`config.mk`:
```
export PLATFORM = sky130hd
export DESIGN_NAME = priv_state_csr
export DESIGN_NICKNAME = d
export VERILOG_FILES = /design/src/rtl/priv_pkg.sv /design/src/rtl/priv_csr_port.sv /design/src/rtl/priv_save_filter.sv /design/src/rtl/priv_state_core.sv /design/src/rtl/priv_state_csr.sv
export SDC_FILE = /design/constraint.sdc
export NUM_CORES = 1
export LEC_CHECK = 0
export BUFFER_PORTS_ARGS = -buffer_cell sky130_fd_sc_hd__buf_2
export CORE_ASPECT_RATIO = 1.25
export CORE_MARGIN = 2
export CORE_UTILIZATION = 32
export DETAILED_ROUTE_END_ITERATION = 10
export PLACE_DENSITY = 0.84
export SLEW_MARGIN = 20
export SYNTH_ARGS = -nofsm -noshare
export SYNTH_HDL_FRONTEND = slang
export SYNTH_SLANG_ARGS = --single-unit
```
`constraint.sdc`:
```
create_clock -name clk -period 3.15 [get_ports clk]
set_input_delay 0.315 -clock clk [delete_from_list [all_inputs] [get_ports clk]]
set_output_delay 0.315 -clock clk [all_outputs]
set_load 0.005 [all_outputs]
```
`src/rtl/priv_pkg.sv`:
```
package priv_pkg;

    localparam int PRIV_W   = 2;
    localparam int CUR_LSB  = 0;
    localparam int SAVE_LSB = CUR_LSB + PRIV_W;
    localparam int FIELDS_W = 2 * PRIV_W;

    typedef logic [PRIV_W-1:0] priv_t;

    localparam priv_t PRIV_SUPER = '1;
    localparam priv_t PRIV_USER  = '0;

    typedef struct packed {
        priv_t cur;
        priv_t saved;
        logic  ie;
        logic  ie_saved;
    } priv_state_t;

    localparam priv_state_t PRIV_STATE_RESET = '{
        cur:      PRIV_SUPER,
        saved:    PRIV_SUPER,
        ie:       1'b0,
        ie_saved: 1'b0
    };

endpackage

```
`src/rtl/priv_csr_port.sv`:
```
module priv_csr_port
    import priv_pkg::*;
#(
    parameter int                DATA_W   = 32,
    parameter int                ADDR_W   = 12,
    parameter logic [ADDR_W-1:0] CSR_ADDR = 12'h00B
) (
    input  logic [ADDR_W-1:0] csr_addr,
    input  logic              csr_we,
    input  logic [DATA_W-1:0] csr_wdata,
    input  priv_t             cur_q,
    input  priv_t             saved_q,
    output logic              hit_we,
    output priv_t             wr_saved,
    output logic [DATA_W-1:0] csr_rdata
);

    logic addr_hit;

    assign addr_hit = (csr_addr == CSR_ADDR);
    assign hit_we   = addr_hit && csr_we;
    assign wr_saved = csr_wdata[SAVE_LSB +: PRIV_W];

    always_comb begin
        csr_rdata = '0;
        if (addr_hit) begin
            csr_rdata[CUR_LSB  +: PRIV_W] = cur_q;
            csr_rdata[SAVE_LSB +: PRIV_W] = saved_q;
        end
    end

endmodule

```
`src/rtl/priv_save_filter.sv`:
```
module priv_save_filter
    import priv_pkg::*;
(
    input  priv_t cur_q,
    input  priv_t saved_q,
    input  priv_t req,
    output logic  accept
);

    logic is_super;
    logic lowers;

    assign is_super = (cur_q == PRIV_SUPER);
    assign lowers   = (req < saved_q);
    assign accept   = is_super || lowers;

endmodule

```
`src/rtl/priv_state_core.sv`:
```
module priv_state_core
    import priv_pkg::*;
(
    input  logic        clk,
    input  logic        rst_n,
    input  logic        exc_enter,
    input  logic        exc_return,
    input  logic        wr_hit,
    input  logic        wr_accept,
    input  priv_t       wr_saved,
    input  logic        ie_we,
    input  logic        ie_wdata,
    output priv_state_t state_q
);

    priv_state_t state_d;

    always_comb begin
        state_d = state_q;
        if (exc_enter) begin
            state_d.saved    = state_q.cur;
            state_d.cur      = PRIV_SUPER;
            state_d.ie_saved = state_q.ie;
            state_d.ie       = 1'b0;
        end else if (exc_return) begin
            state_d.cur = state_q.saved;
            state_d.ie  = state_q.ie_saved;
        end else begin
            if (wr_hit && wr_accept) begin
                state_d.saved = wr_saved;
            end
            if (ie_we) begin
                state_d.ie = ie_wdata;
            end
        end
    end

    always_ff @(posedge clk) begin
        if (!rst_n) begin
            state_q <= PRIV_STATE_RESET;
        end else begin
            state_q <= state_d;
        end
    end

endmodule

```
`src/rtl/priv_state_csr.sv`:
```
module priv_state_csr
    import priv_pkg::*;
#(
    parameter int                DATA_W   = 32,
    parameter int                ADDR_W   = 12,
    parameter logic [ADDR_W-1:0] CSR_ADDR = 12'h00B
) (
    input  logic              clk,
    input  logic              rst_n,
    input  logic [ADDR_W-1:0] csr_addr,
    input  logic              csr_we,
    input  logic [DATA_W-1:0] csr_wdata,
    output logic [DATA_W-1:0] csr_rdata,
    input  logic              exc_enter,
    input  logic              exc_return,
    input  logic              ie_we,
    input  logic              ie_wdata,
    output logic [1:0]        cur_priv,
    output logic              irq_en,
    output logic              irq_en_saved
);

    priv_state_t state_q;
    priv_t       saved_q;
    priv_t       wr_saved;
    logic        wr_hit;
    logic        wr_accept;

    assign saved_q = state_q.saved;

    priv_csr_port #(
        .DATA_W   (DATA_W),
        .ADDR_W   (ADDR_W),
        .CSR_ADDR (CSR_ADDR)
    ) u_port (
        .csr_addr  (csr_addr),
        .csr_we    (csr_we),
        .csr_wdata (csr_wdata),
        .cur_q     (state_q.cur),
        .saved_q   (saved_q),
        .hit_we    (wr_hit),
        .wr_saved  (wr_saved),
        .csr_rdata (csr_rdata)
    );

    priv_save_filter u_filter (
        .cur_q   (state_q.cur),
        .saved_q (saved_q),
        .req     (wr_saved),
        .accept  (wr_accept)
    );

    priv_state_core u_core (
        .clk        (clk),
        .rst_n      (rst_n),
        .exc_enter  (exc_enter),
        .exc_return (exc_return),
        .wr_hit     (wr_hit),
        .wr_accept  (wr_accept),
        .wr_saved   (wr_saved),
        .ie_we      (ie_we),
        .ie_wdata   (ie_wdata),
        .state_q    (state_q)
    );

    assign cur_priv     = state_q.cur;
    assign irq_en       = state_q.ie;
    assign irq_en_saved = state_q.ie_saved;

endmodule

```
# ---- After elaboration in Yosys (flattened, before gate mapping)
# Index checks and enable logic that the tools add are counted.
# Widths: inputs -> output; s select.
dict set report op_classes {
  n_lt_le_gt_ge 1
  n_eq_ne 3
  n_mux 6
  bitwise 1
  n_reduce_logical 7
}
# operator n
set ops {}
lappend ops {{$eq 12x4->1 const B} 1}
lappend ops {{$mux 2} 2}
lappend ops {{$mux 4} 1}
lappend ops {{$reduce_bool 2->1} 2}
lappend ops {{$mux 3} 1}
lappend ops {{$eq 2x2->1 const B} 1}
lappend ops {{$logic_and 1x1->1} 2}
lappend ops {{$lt 2x2->1} 1}
lappend ops {{$mux 1} 2}
lappend ops {{$ne 2x2->1 const B} 1}
lappend ops {{$reduce_and 2->1} 1}
lappend ops {{$reduce_or 2->1} 1}
lappend ops {{$logic_or 1x1->1} 1}
lappend ops {{$not 1->1} 1}
dict set report totals {
  register_bits 6
  inputBits 51
}

# ---- Logic depth before layout (Yosys ltp)
# Gate-level depths: netlist (run 1).
dict set report depth {
  ltp_word 6
  ltp_mapped 5
  depth_no_buf 5
}

# ---- Cells and area by module
# From an unflattened synthesis (run 1), not the netlist that was laid out.
dict set report hier_totals {
  cells_unflattened 76
  hier_area_um2 659.4
}
# mod instances cells_per_inst area_per_inst_um2 seq_area_each_um2
set by_module_without_submodules {}
lappend by_module_without_submodules {priv_csr_port 1 44 345.3 0.0}
lappend by_module_without_submodules {priv_state_core 1 27 271.5 120.1}
lappend by_module_without_submodules {priv_save_filter 1 5 42.5 0.0}

# ---- Least setup slack after synthesis (run 1)
# No wires, ideal clock.
dict set report synth_path {
  path_kind {register to register}
  from {register, netlist name u_core.state_q[3]}
  to {register, netlist name u_core.state_q[3]}
  setup_time_ns 0.135
  arrival_ns 1.244
  required_time_ns 3.015
  slack_ns 1.771
  stages_incl_launch_ff 6
  period_less_slack_ns 1.379
  path_cell_list {dfxtp_1 > inv_1 > ha_1 > a21o_1 > a2111oi_0 > a311oi_1}
}
dict set report synth_via {
  elab_chain_cells 5
}
# element line
set synth_lines {}
lappend synth_lines {{$lt 2x2->1} priv_save_filter.sv:14} ;# assign lowers = (req < saved_q);
lappend synth_lines {{$logic_or 1x1->1} priv_save_filter.sv:15} ;# assign accept = is_super || lowers;
lappend synth_lines {{$logic_and 1x1->1} priv_state_core.sv:29} ;# if (wr_hit && wr_accept) begin
lappend synth_lines {{$reduce_bool 2->1 (no source line)} -}
lappend synth_lines {{$reduce_and 2->1 (no source line)} -}
# Every way passes these cells.
# A chain may end at the register's enable or synchronous reset.

# ---- Worst setup path after layout (run 1)
dict set report layout_path {
  from {input csr_addr[5]}
  to {output csr_rdata[0]}
}
dict set report layout_via {
  elab_chain_cells 2
}
# element line
set layout_lines {}
lappend layout_lines {{start: declaration} priv_state_csr.sv:10} ;# input logic [ADDR_W-1:0] csr_addr,
lappend layout_lines {{$eq 12x4->1} priv_csr_port.sv:20} ;# assign addr_hit = (csr_addr == CSR_ADDR);
lappend layout_lines {{$mux 4} priv_csr_port.sv:26} ;# if (addr_hit) begin
lappend layout_lines {{end: declaration} priv_state_csr.sv:13} ;# output logic [DATA_W-1:0] csr_rdata,
# Every way passes these cells.

==> results.cfg, run 1 <==
[outcome]
outcome = finished clean

[synthesis]
syn_avg_cell_area_um2 = 8.15
synth_compound_area_share_pct = 8.69
synth_cell_types = 22
yosys.area_share.xor_xnor_pct = 0
synthMuxAreaShare_pct = 6.46
yosys_register_bits = 6
syn_area_um2 = 619
synth_top_family_by_area = buffers and inverters
synthFlopType = dfxtp_1
seq_area_frac_synth_pct = 19.4
synthArstFlopShare_pct = 0
synth_edf_count = 0
synthSimpleGateAreaFrac_pct = 25.3
synth_fa_ha_area_share_pct = 2.02
syn_inst = 76
synth-warning-count = 0

[routing]
final_antenna_net_count = 0
wl_um = 1150
vias = 515
dr.pass1.iters = 2
routed_via_density = 4.22
drt_first_iter_violations = 2
drc = 0
wire_per_inst_um = 9.45

[worst_setup_path]
critical-path-slowest-cell = nor4_2
cp_max_fo = 4
worstSetupPathType = in -> out
cp_common_cell = buf_2
critPathCaptureType = primary output
cp.arrival_ns = 1.19
worstPathCellList = buf_2 -> nor4_2 -> and3_2 -> and2_1 -> buf_2
startpoint_type = input pin
rr_worst_depth = 5
max_stage_delay_ns = 0.29
required_ns = 2.83

[die]
core_mm2 = 0.00179
fp-row-count = 17
die_w_um = 43.4
die_area_mm2 = 0.00231
io_pins = 87
start_util_pct = 34.7
die_y_um = 53.2

[timing]
setup_viol = 0
tns_ns = 0
rsz0062_at_grt = no
post-route-period-util_pct = 47.7
fmax_ghz = 0.666
layout_setup_ws_ns = 1.65
fin_hold_ws_ns = 0.352
timing.final.crit_period_ns = 1.50
drv_slew = 0
hold_viol_final = 0
finalClockSkew_ns = 0.00516

[finish]
fin_area_um2 = 678
largest-register = u_core.state_q
top_regs = u_core.state_q (6)
area_delta_synth_final_pct = 9.49
largest_register_ffs = 6
fin_nets = 157
layout-drive-gt1-share_pct = 33.0
diodes = 0
layout_common_cells = conb_1 (28), buf_2 (28), dfxtp_1 (6)

[global_route]
overflow = 0
track_usage_pct = 10.5
grt_pass1_wl_um = 1750
grt_max_degree = 9
grt_pass1_vias = 467
antenna_found_initial = 0

[job]
maxCapViolations = 0

[cts]
cts.sinks = 6
post_cts_resized = 0
cts_max_level = 1
clkLatencyLatePin_ns = 0.25
cts_setup_buffers = 0
cts-hold-fix-buffers = 0
path_clk_slew_ns = 0.05
clockRootBuffer = clkbuf_4
cts-buffers-inserted = 3
clock_path_buffers = 2
cts_tree = done

[placement]
gp_congestion = 0.694
io_buffers = 28
pre_cts_slack_ns = 1.61
placed_area_um2 = 656
hpwl_um = 1020

[power_and_ir_drop]
switching_share_pct = 26.4
internal-power_mw = 0.134
peakVddDrop_mv = 0.161
power.net_switching_mw = 0.0479
power_frac_clock_pct = 39.5
powerDensity_mw_per_mm2 = 268
seqPwrFrac_pct = 42.3
p_leak_nw = 0.402
combPwrFrac_pct = 18.2

[min_path]
hp-class = in -> reg
hold_path_depth = 2
[critical path: cells and delay by family]
family,cells,cell delay [ns]
and+or+nand+nor,3,0.67
buffers and inverters,2,0.20
[worst paths after layout]
kind,from,endpoint,slack (ns)
max,csr_addr[5],csr_rdata[0],1.65
min,rst_n,u_core.state_q[2]$_SDFFE_PN1P_,0.35
max reg2reg,u_core.state_q[3]$_SDFFE_PN1P_,u_core.state_q[3]$_SDFFE_PN1P_,1.65
min reg2reg,u_core.state_q[0]$_SDFFE_PN0P_,u_core.state_q[1]$_SDFFE_PP0P_,0.51
[stage by stage]
stage / power [mW] / utilization (%) / std cells
floorplan: 0.119 / - / 103
global placement: 0.110 / 36.7 / 119
detailed placement: 0.111 / 36.7 / 119
CTS: 0.186 / 38.0 / 122
global route: 0.195 / 38.0 / 122
finish: 0.182 / 38.0 / 122
[cells in the mapped netlist, types with 2 or more instances]
cell type   n  share of area (%)
a21o_1      2                2.4
a311oi_1    2                2.8
and2_1      4                4.0
and3b_1     2                2.8
buf_4      30                 36
dfxtp_1     6                 19
mux2i_1     4                6.5
nand2_1     4                2.4
nand2b_1    2                2.0
nor2_1      5                3.0
nor2b_1     3                3.0
nor4_2      2                4.0
[kinds of logic after synthesis]
logic type / after synthesis
compound gates: 7
fa+ha+maj: 1
buf+inv: 32
flops: 6
mux: 4
other cells: 1
simple gates: 25
[final cells by class]
cell class / count / area [um2]
Inverter: 1 / 3.75
Fill cell: 200 / 1110
Multi-Input combinational cell: 65 / 368
Timing Repair Buffer: 28 / 140
Sequential cell: 6 / 120
Tap cell: 19 / 23.8
Clock buffer: 3 / 22.5
[metal layers]
layer  global-route usage, %  wire length [um]
met5                       0                 0
met4                    8.59                 4
met3                    4.10                98
met2                    18.4               660
met1                    9.41               390
[power groups by stage]
stage | registers (mW) | clock network (mW) | logic, mW
floorplan | 0.0782 | 0 | 0.0411
global placement | 0.0782 | 0 | 0.0315
detailed placement | 0.0782 | 0 | 0.0323
CTS | 0.0767 | 0.0764 | 0.0325
global route | 0.0767 | 0.0802 | 0.0379
finish | 0.0768 | 0.0718 | 0.0330
Note: power is estimated with default switching activity, not from simulation.
==> run 2, diff against run 1 <==
--- a/config.mk
+++ b/config.mk
@@ -8,9 +8,9 @@
 export BUFFER_PORTS_ARGS = -buffer_cell sky130_fd_sc_hd__buf_2
 export CORE_ASPECT_RATIO = 1.25
 export CORE_MARGIN = 2
-export CORE_UTILIZATION = 32
+export CORE_UTILIZATION = 27
 export DETAILED_ROUTE_END_ITERATION = 10
-export PLACE_DENSITY = 0.84
+export PLACE_DENSITY = 0.76
 export SLEW_MARGIN = 20
 export SYNTH_ARGS = -nofsm -noshare
 export SYNTH_HDL_FRONTEND = slang
==> constraint.sdc (replaced) <==
create_clock -name clk -period 1.3 [get_ports clk]
set_input_delay 0.13 -clock clk [delete_from_list [all_inputs] [get_ports clk]]
set_output_delay 0.13 -clock clk [all_outputs]
set_load 0.005 [all_outputs]
==> run 2 against run 1 <==
  * The flow now finishes with violations (negative setup slack)
  * Sequential share of layout area is 1.7 points lower
  * Flip-flop and latch count stayed put
  * Critical path depth stayed put
  * Cell area is 12% higher
  * Total power is 150% higher
  * First-iteration DRC count stayed put
  * Non-clock buffer count is 2 higher
  * Combinational power grew to 2.7 times the previous value
==> results.cfg, run 2 (synthesis results as in run 1) <==
[worst_setup_path]
worstSetupPathType = reg -> reg
startpoint_type = flop
critPathCaptureType = flop
r2r_end = u_core.state_q[3]$_SDFFE_PN1P_
r2r_slack_ns = -0.06
critical-path-slowest-cell = a2111oi_4
required_ns = 1.41
cp_max_fo = 3
cp.arrival_ns = 1.47
max_stage_delay_ns = 0.35
reg2reg_from = u_core.state_q[3]$_SDFFE_PN1P_
rr_worst_depth = 5
worstPathCellList = inv_2 -> ha_4 -> a21o_1 -> a2111oi_4 -> a311oi_2

[global_route]
grt_pass1_wl_um = 1720
antenna_found_initial = 0
overflow = 0
track_usage_pct = 8.91
grt_max_degree = 9
grt_pass1_vias = 428

[finish]
area_delta_synth_final_pct = 22.4
largest-register = u_core.state_q
top_regs = u_core.state_q (6)
diodes = 0
fin_cells = 136
layout-drive-gt1-share_pct = 41.0
fin_area_um2 = 758
largest_register_ffs = 6
fin_nets = 159
layout_common_cells = conb_1 (28), buf_2 (28), nor2_1 (5), dfxtp_1 (5)

[power_and_ir_drop]
switching_share_pct = 27.7
total_power_mw = 0.452
p_leak_nw = 0.410
combPwrFrac_pct = 19.4
powerDensity_mw_per_mm2 = 596
power.net_switching_mw = 0.125
internal-power_mw = 0.327
power_frac_clock_pct = 39.5
seqPwrFrac_pct = 41.2
peakVddDrop_mv = 0.394

[die]
io_pins = 87
die_y_um = 57.5
die_area_mm2 = 0.00270
start_util_pct = 28.3
fp-row-count = 19
core_mm2 = 0.00219
die_w_um = 46.8

[cts]
cts-buffers-inserted = 3
cts.sinks = 6
path_clk_slew_ns = 0.05
cts_tree = done
cts-hold-fix-buffers = 0
cts_max_level = 1
clockRootBuffer = clkbuf_4
clkLatencyLatePin_ns = 0.25
clock_path_buffers = 2

[timing]
rsz0062_at_grt = yes
fmax_ghz = 0.735
layout_setup_ws_ns = -0.0598
timing.final.crit_period_ns = 1.36
drv_slew = 0
finalClockSkew_ns = 0.00688
setup_viol = 2
post-route-period-util_pct = 105
hold_viol_final = 0

[min_path]
hold_start = exc_enter
hold_path_depth = 3
hp-class = in -> reg
holdPathEnd = u_core.state_q[4]$_SDFFE_PP1P_

[outcome]
failed_checks = negative setup slack
outcome = finished with violations

[job]
maxCapViolations = 0

[placement]
pre_cts_slack_ns = -0.0687
dp_cells = 133
hpwl_um = 1020
gp_congestion = 0.683
io_buffers = 28
placed_area_um2 = 693

[routing]
drc = 0
wl_met1_um = 473
dr.pass1.iters = 5
routed_via_density = 3.88
wl_um = 1320
dr_wl_met2_um = 652
maxUsedRoutingLayer = met4
wl_met3_um = 164
final_antenna_net_count = 0
wire_per_inst_um = 9.68
drt_first_iter_violations = 2
vias = 528
## run 2: changes by cell type in the layout (fill, tap and decap cells not counted), sizes merged
cell / change
buf: +2
## run 2: layer usage
layer  track usage (%)  up-vias
li1                  -      258
met1              9.71      226
met2              14.1       40
met3              3.48        4
met4              5.16        0
met5                 0        -
## run 2: area by class of cell
cell class                 count  area, um2
clock buffer                   3       22.5
sequential                     6        121
fill                         249       1430
tap                           31       38.8
multi-input combinational     65        417
inverter                       1       3.75
timing repair buffer          30        155
## run 2: through the flow
| stage | hold WS [ns] | TNS (ns) | util [%] |
|---|---|---|---|
| 2_1_floorplan | 0.234 | -0.000697 | - |
| 3_3_place_gp | 0.411 | -0.00550 | 31.7 |
| 3_5_place_dp | 0.424 | -0.106 | 31.7 |
| 4_1_cts | 0.160 | -0.0265 | 33.3 |
| 5_1_grt | 0.197 | -0.204 | 34.7 |
| 6_report | 0.187 | -0.0969 | 34.7 |
## run 2: worst max-delay path: cells and delay by family, from the launching register on
kind / cells / cell delay, ns
buf+inv: 1 / 0.04
fa+ha+maj: 1 / 0.22
compound gates: 3 / 0.64
flops: 1 / 0.33
## run 2: how the worst max path moves through the flow
stage | startpoint | end | slack [ns]
6_report | u_core.state_q[3]$_SDFFE_PN1P_ | u_core.state_q[3]$_SDFFE_PN1P_ | -0.06
5_1_grt | u_core.state_q[3]$_SDFFE_PN1P_ | u_core.state_q[3]$_SDFFE_PN1P_ | -0.11
4_1_cts | u_core.state_q[3]$_SDFFE_PN1P_ | u_core.state_q[3]$_SDFFE_PN1P_ | -0.03
3_5_place_dp | csr_addr[5] | u_core.state_q[3]$_SDFFE_PN1P_ | -0.07
3_3_place_gp | csr_addr[5] | u_core.state_q[3]$_SDFFE_PN1P_ | -0.004
2_1_floorplan | u_core.state_q[3]$_SDFFE_PN1P_ | u_core.state_q[2]$_SDFFE_PN1P_ | -0.0007
## run 2: timing repair
action                                  in CTS  in global routing
setup buffers                                0                  0
pin swaps                                    4                  1
gates resized for setup                      2                  4
endpoints found under the setup margin       2                  2
endpoints found under the hold margin        0                  0
## run 2: power by group through the flow
stage | clock [mW] | combinational [mW] | sequential [mW]
floorplan | 0 | 0.100 | 0.190
global placement | 0 | 0.0801 | 0.189
detailed placement | 0 | 0.0817 | 0.189
CTS | 0.184 | 0.0831 | 0.186
global route | 0.199 | 0.101 | 0.186
finish | 0.178 | 0.0875 | 0.186
==> run 3, diff against run 2 <==
--- a/config.mk
+++ b/config.mk
@@ -8,10 +8,12 @@
 export BUFFER_PORTS_ARGS = -buffer_cell sky130_fd_sc_hd__buf_2
 export CORE_ASPECT_RATIO = 1.25
 export CORE_MARGIN = 2
-export CORE_UTILIZATION = 27
+export CORE_UTILIZATION = 30
 export DETAILED_ROUTE_END_ITERATION = 10
-export PLACE_DENSITY = 0.76
+export PLACE_DENSITY = 0.8
+export REMOVE_ABC_BUFFERS = 1
 export SLEW_MARGIN = 20
 export SYNTH_ARGS = -nofsm -noshare
 export SYNTH_HDL_FRONTEND = slang
 export SYNTH_SLANG_ARGS = --single-unit
+export TNS_END_PERCENT = 1
==> constraint.sdc (replaced) <==
create_clock -name clk -period 1.4 [get_ports clk]
set_input_delay 0.14 -clock clk [delete_from_list [all_inputs] [get_ports clk]]
set_output_delay 0.14 -clock clk [all_outputs]
set_load 0.005 [all_outputs]
==> run 3 against run 2 <==
  * The flow now finishes without violations
  * Sequential power shrank 7%
  * Worst setup slack better by 0.090 ns
  * Total power fell by 8.7%
  * Highest routed layer is now met3
  * Count of clock-buffer cells in the layout unchanged
  * Critical path depth is the same
  * Worst hold slack improved by 0.023 ns
  * Combinational power is 6.1% lower
  * Via count is 3.2% higher
  * Clock skew down 0.0033 ns
  * Register-to-register slack better by 0.09 ns
  * Utilization rose by 3.7 points
  * Global-route usage is 1.3 points higher
==> results.cfg, run 3 (synthesis results as in run 1) <==
[worst_setup_path]
cp_max_fo = 3
critPathCaptureType = flop
r2r_slack_ns = 0.03
startpoint_type = flop
cp.arrival_ns = 1.51
worstPathCellList = inv_2 -> ha_4 -> a21o_4 -> a21o_1 -> a311oi_2
max_stage_delay_ns = 0.33
path_delay_family = compound AO/OA/AOI/OAI gates
critical-path-slowest-cell = dfxtp_2
critPathBufInv = 1
worstSetupPathType = reg -> reg
required_ns = 1.54

[routing]
wl_um = 1250
final_antenna_net_count = 0
routed_via_density = 4.36
drt_first_iter_violations = 0
dr.pass1.iters = 1
vias = 545
drc = 0
wire_per_inst_um = 10.0

[cts]
clockRootBuffer = clkbuf_4
clock_path_buffers = 2
cts_tree = done
cts_max_level = 1
clkLatencyLatePin_ns = 0.24
cts-buffers-inserted = 3
path_clk_slew_ns = 0.04
cts-hold-fix-buffers = 0
cts.sinks = 6

[global_route]
grt_pass1_vias = 427
track_usage_pct = 10.2
grt_pass1_wl_um = 1780
grt_max_degree = 9
overflow = 0
antenna_found_initial = 0

[finish]
layout_common_cells = conb_1 (28), buf_2 (28), nor2_1 (5), dfxtp_1 (5)
fin_nets = 159
fillers = 201
layout-drive-gt1-share_pct = 41.9
largest-register = u_core.state_q
fin_area_um2 = 752
fin_util_pct = 38.4
top_regs = u_core.state_q (6)
diodes = 0
area_delta_synth_final_pct = 21.4
largest_register_ffs = 6

[job]
maxCapViolations = 0

[power_and_ir_drop]
powerDensity_mw_per_mm2 = 549
peakVddDrop_mv = 0.355
p_leak_nw = 0.407

[timing]
hold_viol_final = 0
drv_slew = 0
setup_viol = 0
finalClockSkew_ns = 0.00362
fin_hold_ws_ns = 0.209
post-route-period-util_pct = 97.8
fmax_ghz = 0.730
timing.final.crit_period_ns = 1.37

[placement]
io_buffers = 28
gp_congestion = 0.753
hpwl_um = 1040
placed_area_um2 = 664

[die]
fp-row-count = 18
start_util_pct = 31.6
die_w_um = 44.6
die_area_mm2 = 0.00245
io_pins = 87
core_mm2 = 0.00196
die_y_um = 54.8

[min_path]
hp-class = in -> reg

[outcome]
outcome = finished clean
==> run 3: repair_timing <==
| action | in CTS | in global routing |
|---|---|---|
| endpoints found under the setup margin | 1 | 2 |
| pin swaps | 5 | 1 |
| buffers inserted | 1 | 0 |
| gates resized for setup | 7 | 3 |
==> run 3: final timing paths <==
path | start | endpoint | cells after the start
worst max-delay path | u_core.state_q[3]$_SDFFE_PN1P_ | u_core.state_q[3]$_SDFFE_PN1P_ | 5
worst min-delay path | exc_enter | u_core.state_q[4]$_SDFFE_PP1P_ | 3
worst max register to register | u_core.state_q[3]$_SDFFE_PN1P_ | u_core.state_q[3]$_SDFFE_PN1P_ | 5
worst min register to register | u_core.state_q[0]$_SDFFE_PN0P_ | u_core.state_q[0]$_SDFFE_PN0P_ | 2
==> run 3: power by group <==
| part | internal (mW) | switching, mW |
|---|---|---|
| logic | 0.0343 | 0.0479 |
| clock network | 0.0969 | 0.0607 |
| registers | 0.172 | 0.000543 |
==> run 3: metrics by stage <==
stage / setup WS [ns] / TNS (ns) / total power, mW / instances
2_1_floorplan: 0.0206 / 0 / 0.209 / 72
3_3_place_gp: 0.00834 / 0 / 0.246 / 121
3_5_place_dp: -0.148 / -0.148 / 0.248 / 121
4_1_cts: 0.0106 / 0 / 0.417 / 125
5_1_grt: -0.00177 / -0.00177 / 0.439 / 125
6_report: 0.0305 / 0 / 0.412 / 125
==> run 3: layer usage <==
layer  track usage, %  wire length (um)  vias to the layer above
li1                 -                 -                      262
met1             9.41               419                      241
met2             20.0               636                       42
met3             4.29               195                        0
met4             3.03                 0                        0
met5                0                 0                        -
==> run 3: worst reg2reg max path, stage by stage (launching register included) <==
cell and delay, ns:
dfxtp_2 0.33, inv_2 0.04, ha_4 0.23, a21o_4 0.23, a21o_1 0.19, a311oi_2 0.25
==> run 3: area by class of cell <==
type | count | area (um2) | area share (%)
Inverter | 1 | 3.75 | 0.499
Timing Repair Buffer | 30 | 155 | 20.6
Multi-Input combinational cell | 65 | 424 | 56.4
Clock buffer | 3 | 22.5 | 3.00
Sequential cell | 6 | 121 | 16.1
Tap cell | 20 | 25.0 | 3.33
